==> src/rtl/cmpbr_pkg.sv <==
package cmpbr_pkg;
  localparam int XLEN    = 64;
  localparam int OP_W    = 4;
  localparam int SIZE_W  = 2;
  localparam int N_SIZES = 1 << SIZE_W;
  localparam int ILEN_B  = 2;  // bytes per instruction

  typedef enum logic [OP_W-1:0] {
    OP_CEQ = 4'd0,
    OP_CNE = 4'd1,
    OP_CLE = 4'd2,
    OP_CLT = 4'd3,
    OP_BEQ = 4'd4,
    OP_BNE = 4'd5,
    OP_BLT = 4'd6,
    OP_BLE = 4'd7,
    OP_BZ  = 4'd8,
    OP_BNZ = 4'd9
  } op_e;
endpackage

==> src/rtl/cmpbr_narrow.sv <==
module cmpbr_narrow
  import cmpbr_pkg::*;
(
  input  logic [XLEN-1:0]   data_i,
  input  logic [SIZE_W-1:0] size_i,
  output logic [XLEN-1:0]   sext_o
);
  logic [XLEN-1:0] ext [N_SIZES];

  for (genvar s = 0; s < N_SIZES; s++) begin : g_w
    localparam int W = 8 << s;
    if (W < XLEN) begin : g_part
      assign ext[s] = {{(XLEN-W){data_i[W-1]}}, data_i[W-1:0]};
    end else begin : g_full
      assign ext[s] = data_i;
    end
  end

  assign sext_o = ext[size_i];
endmodule

==> src/rtl/cmpbr_cond.sv <==
module cmpbr_cond
  import cmpbr_pkg::*;
(
  input  logic [OP_W-1:0] op_i,
  input  logic [XLEN-1:0] a_i,
  input  logic [XLEN-1:0] b_i,
  output logic            cmp_o,
  output logic            taken_o,
  output logic            is_branch_o
);
  logic eq, lt, zero;

  assign eq   = (a_i == b_i);
  assign lt   = ($signed(a_i) < $signed(b_i));
  assign zero = (a_i == '0);

  always_comb begin
    cmp_o       = 1'b0;
    taken_o     = 1'b0;
    is_branch_o = 1'b0;
    unique case (op_i)
      OP_CEQ: cmp_o = eq;
      OP_CNE: cmp_o = !eq;
      OP_CLE: cmp_o = lt | eq;
      OP_CLT: cmp_o = lt;
      OP_BEQ: begin is_branch_o = 1'b1; taken_o = eq;      end
      OP_BNE: begin is_branch_o = 1'b1; taken_o = !eq;     end
      OP_BLT: begin is_branch_o = 1'b1; taken_o = lt;      end
      OP_BLE: begin is_branch_o = 1'b1; taken_o = lt | eq; end
      OP_BZ:  begin is_branch_o = 1'b1; taken_o = zero;    end
      OP_BNZ: begin is_branch_o = 1'b1; taken_o = !zero;   end
      default: ;
    endcase
  end
endmodule

==> src/rtl/cmpbr_pc.sv <==
module cmpbr_pc
  import cmpbr_pkg::*;
#(
  parameter int OFF_W = 12
) (
  input  logic [XLEN-1:0]  pc_i,
  input  logic [OFF_W-1:0] offset_i,
  input  logic             taken_i,
  output logic [XLEN-1:0]  next_pc_o
);
  logic [XLEN-1:0] off_sext, step;

  assign off_sext  = {{(XLEN-OFF_W){offset_i[OFF_W-1]}}, offset_i};
  assign step      = taken_i ? off_sext : XLEN'(ILEN_B);
  assign next_pc_o = pc_i + step;
endmodule

==> src/rtl/cmpbr_unit.sv <==
module cmpbr_unit
  import cmpbr_pkg::*;
#(
  parameter int OFF_W = 12
) (
  input  logic                clk_i,
  input  logic                rst_ni,
  input  logic                req_valid_i,
  input  logic [OP_W-1:0]     op_i,
  input  logic [SIZE_W-1:0]   size_i,
  input  logic [XLEN-1:0]     opa_i,
  input  logic [XLEN-1:0]     opb_i,
  input  logic [XLEN-1:0]     pc_i,
  input  logic [OFF_W-1:0]    offset_i,
  output logic                valid_o,
  output logic                is_branch_o,
  output logic [XLEN-1:0]     cmp_result_o,
  output logic                taken_o,
  output logic [XLEN-1:0]     next_pc_o
);
  logic [XLEN-1:0] opnd   [2];
  logic [XLEN-1:0] narrow [2];

  assign opnd[0] = opa_i;
  assign opnd[1] = opb_i;

  for (genvar i = 0; i < 2; i++) begin : g_nar
    cmpbr_narrow u_nar (
      .data_i (opnd[i]),
      .size_i (size_i),
      .sext_o (narrow[i])
    );
  end

  logic cmp_d, taken_d, br_d;
  logic [XLEN-1:0] npc_d;

  cmpbr_cond u_cond (
    .op_i        (op_i),
    .a_i         (narrow[0]),
    .b_i         (narrow[1]),
    .cmp_o       (cmp_d),
    .taken_o     (taken_d),
    .is_branch_o (br_d)
  );

  cmpbr_pc #(.OFF_W(OFF_W)) u_pc (
    .pc_i      (pc_i),
    .offset_i  (offset_i),
    .taken_i   (taken_d),
    .next_pc_o (npc_d)
  );

  always_ff @(posedge clk_i or negedge rst_ni) begin
    if (!rst_ni) begin
      valid_o      <= 1'b0;
      is_branch_o  <= 1'b0;
      cmp_result_o <= '0;
      taken_o      <= 1'b0;
      next_pc_o    <= '0;
    end else begin
      valid_o <= req_valid_i;
      if (req_valid_i) begin
        is_branch_o  <= br_d;
        cmp_result_o <= XLEN'(cmp_d);
        taken_o      <= taken_d;
        next_pc_o    <= npc_d;
      end
    end
  end


  valid_follow_chk: assert property (@(posedge clk_i) disable iff (!rst_ni)
    req_valid_i |=> valid_o);

  valid_drop_chk: assert property (@(posedge clk_i) disable iff (!rst_ni)
    !req_valid_i |=> !valid_o);

  cmp_binary_chk: assert property (@(posedge clk_i) disable iff (!rst_ni)
    cmp_result_o[XLEN-1:1] == '0);

  branch_no_cmp_chk: assert property (@(posedge clk_i) disable iff (!rst_ni)
    is_branch_o |-> cmp_result_o == '0);

  no_branch_no_take_chk: assert property (@(posedge clk_i) disable iff (!rst_ni)
    !is_branch_o |-> !taken_o);

  seq_pc_chk: assert property (@(posedge clk_i) disable iff (!rst_ni)
    (valid_o && !taken_o) |-> next_pc_o == $past(pc_i) + XLEN'(ILEN_B));

  hold_chk: assert property (@(posedge clk_i) disable iff (!rst_ni)
    !req_valid_i |=> ($stable(next_pc_o) && $stable(taken_o) && $stable(cmp_result_o)));
endmodule

==> config.mk <==
export PLATFORM = sky130hd
export DESIGN_NAME = cmpbr_unit
export DESIGN_NICKNAME = d
export VERILOG_FILES = /design/src/rtl/cmpbr_pkg.sv /design/src/rtl/cmpbr_narrow.sv /design/src/rtl/cmpbr_cond.sv /design/src/rtl/cmpbr_pc.sv /design/src/rtl/cmpbr_unit.sv
export SDC_FILE = /design/constraint.sdc
export NUM_CORES = 1
export LEC_CHECK = 0
export BUFFER_PORTS_ARGS = -buffer_cell sky130_fd_sc_hd__buf_2
export CORE_MARGIN = 5
export CORE_UTILIZATION = 54
export CTS_BUF_LIST = sky130_fd_sc_hd__clkbuf_4 sky130_fd_sc_hd__clkbuf_8 sky130_fd_sc_hd__clkbuf_16
export CTS_CLUSTER_SIZE = 20
export DETAILED_ROUTE_END_ITERATION = 8
export PLACE_DENSITY = 0.81
export RECOVER_POWER = 25
export SLEW_MARGIN = 20
export SYNTH_ARGS = -nofsm -noshare
export SYNTH_HDL_FRONTEND = slang
export SYNTH_HIERARCHICAL = 1
export SYNTH_SLANG_ARGS = --single-unit
==> constraint.sdc <==
create_clock -name clk_i -period 1 [get_ports clk_i]
set_input_delay 0 -clock clk_i [delete_from_list [all_inputs] [get_ports clk_i]]
set_output_delay 0 -clock clk_i [all_outputs]
set_load 0.005 [all_outputs]
==> run metrics <==
status complete, but fails checks; failing checks DRC, setup timing; Setup Skew 0 ps; Remaining Overflow, GRT 0; # DRC 23; area leader, netlist mux2i_1; layout cells sized above 1 49.0%; clock sinks 68; CP Class in2reg; Core Box Area 21200 um2; hpwl dp 37300 um; Root Driver clkbuf_16; Placed Area 16200 um2; Final setup viols 66; Area Growth Syn to Fin 57.2%; critical path arrival 6150 ps; initial antenna violation count 5; fin nets 2389; initial DRC count 1982; post-synth cell types 92; final non-filler cell total 2385; ys async rst share 100%; Worst Setup End Kind register; Longest Clk Path Bufs 2; Via Count 14900; Die Area 24600 um2; Leak 9.29 nW; total power 16.7 mW; Tcrit/Tclk final 591%; fin worst setup slack -4910 ps; post-route setup TNS -291240 ps; slowest stage delay, CP 710 ps; Port Buffer Count 280; worst vdd ir 969 uV; Post-synth EDFFs 0; PwrDens 911 nW/um2; Synth Cell Area 11700 um2; Rel. slew slack 38.0%; cts bufs inserted 9; ANT nets after route 0; Min Clock Period, post-route 5910 ps; crit start category input pin; post-synthesis instance total 1463; Worst-path clk slew 70 ps; Die Ht 157 um; Max Clock Freq 0.169 GHz; vias in the first global route 14400; Fin. Hold Viols 0; Initial Util 55.1%; Yosys top cell area share 15.1%; Hold Slack 19.4 ps; Die Span X 157 um; RSZ-0062 raised after global routing true; GPL Wtd Cong 1.01; DRT Pass-1 Iters 9; placed cell count 2310; Rows 53; Skew-Pair Late Insertion Delay 350 ps; GRT Total Usage 38.8%; first-pass GRT wire length 76700 um; Hold Crit Class in2reg; Worst-Margin Slew 931 ps; register area share after synthesis 14.6%; CTS tree built; largest net degree at the start of global routing 40; wire per inst 23.1 um; required time worst endpoint 1240 ps; WL final 55100 um; syn avg cell area 7.97 um2; CP max stage cell mux2i_1; H-tree lvl count 3; Synth area leaders mux2i_1, dfrtp_1, ha_1, buf_4, xnor2_1; Slew Limit Fails 0; Primary FF master, synth dfrtp_1; Ports 344; fill count 1130; Finished Cell Area 18300 um2; top-count cell post-synth mux2i_1; Yosys warning total 6; crit path max fanout 12; Yosys reg bits 68; Max-Cap Viols 0; post-DR vias/cell 6.23; Post-synth top cells mux2i_1, nand2_1, inv_1, buf_4, ha_1
[what timing repair did]
action | 4_1_cts | 5_1_grt
endpoints found under the setup margin | 66 | 67
pin swaps | 61 | 72
endpoints found under the hold margin | 68 | 0
buffers inserted | 38 | 21
resized for setup | 168 | 75
hold buffers | 1 | 0
cloned | 5 | 3
[path summary, 6_finish.rpt]
path / end / slack (ps) / depth (start not counted) / start
worst max-delay path: next_pc_o[34] / -4910 / 31 / size_i[0]
worst min-delay path: next_pc_o[0] / 20 / 3 / pc_i[0]
worst max register to register: next_pc_o[57] / 130 / 1 / next_pc_o[57]
worst min register to register: is_branch_o / 500 / 1 / is_branch_o
max in group asynchronous: next_pc_o[6] / 140 / 3 / rst_ni
min in group asynchronous: next_pc_o[63] / 220 / 2 / rst_ni
[logic make-up after synthesis]
group	count (synthesis)	synth area share, %
AO/OA/AOI/OAI	248	14.7
XOR/XNOR	79	5.94
adder cells (fa/ha/maj)	76	8.22
buffers and inverters	293	13.2
flip-flops	68	14.6
multiplexers	243	22.6
other	1	0.0322
AND/OR/NAND/NOR	455	20.7
[metal layers]
layer / global-route usage (%) / up-vias / wire length [um]
li1: - / 6393 / -
met1: 45.8 / 6970 / 19700
met2: 67.4 / 1135 / 25400
met3: 6.76 / 366 / 5480
met4: 20.0 / 2 / 4460
met5: 0 / - / 13
[report_power, final]
| part | leakage (nW) | internal (mW) | switching (mW) |
|---|---|---|---|
| Clock | 0.176 | 2.59 | 1.56 |
| Sequential | 0.798 | 3.22 | 0.296 |
| Combinational | 8.31 | 4.51 | 4.52 |
[cell type report]
cell class	count	area [um2]	area share, %
Clock inverter	5	108	0.587
Sequential cell	68	1700	9.29
Multi-Input combinational cell	1164	10000	54.8
Tap cell	275	344	1.88
Timing Repair Buffer	751	5460	29.8
Clock buffer	11	253	1.38
Inverter	106	398	2.17
Antenna cell	5	12.5	0.0683
[critical path, delay by kind of cell]
kind	cells	cell delay, ps
compound gates	8	1900
xor+xnor	2	310
fa+ha+maj	3	720
buf+inv	8	1130
mux	4	1380
simple gates	6	680
[state kept, by name (all words and copies together) (netlist names)]
register      cells
cmp_result_o      1
is_branch_o       1
valid_o           1
taken_o           1
next_pc_o        64
[through the flow]
step,utilization (%),setup WS [ps]
2_1_floorplan,-,-4200
3_3_place_gp,76.6,-4650
3_5_place_dp,76.6,-4750
4_1_cts,84.0,-4020
5_1_grt,86.6,-4990
6_report,86.6,-4910
[cells in the final DEF (no fill, tap or decap), types with 13 or more instances in the layout]
cell type and instances:
and2_1 19, mux2i_1 161, nand2_1 98, nor4_1 30
buf_4 407, buf_6 39, dfrtp_1 67, buf_12 19
o21ai_0 30, o21ai_1 13, mux2_4 47, nand3_1 51
xnor2_1 51, conb_1 63, mux2_2 20, nor2_1 67
inv_1 104, buf_2 276, nor3_1 13, a21oi_1 38
a31oi_1 17, and3_1 17, ha_1 46, nand4_1 42
ha_4 29, xor2_1 14
(Power assumes the default switching activity.)
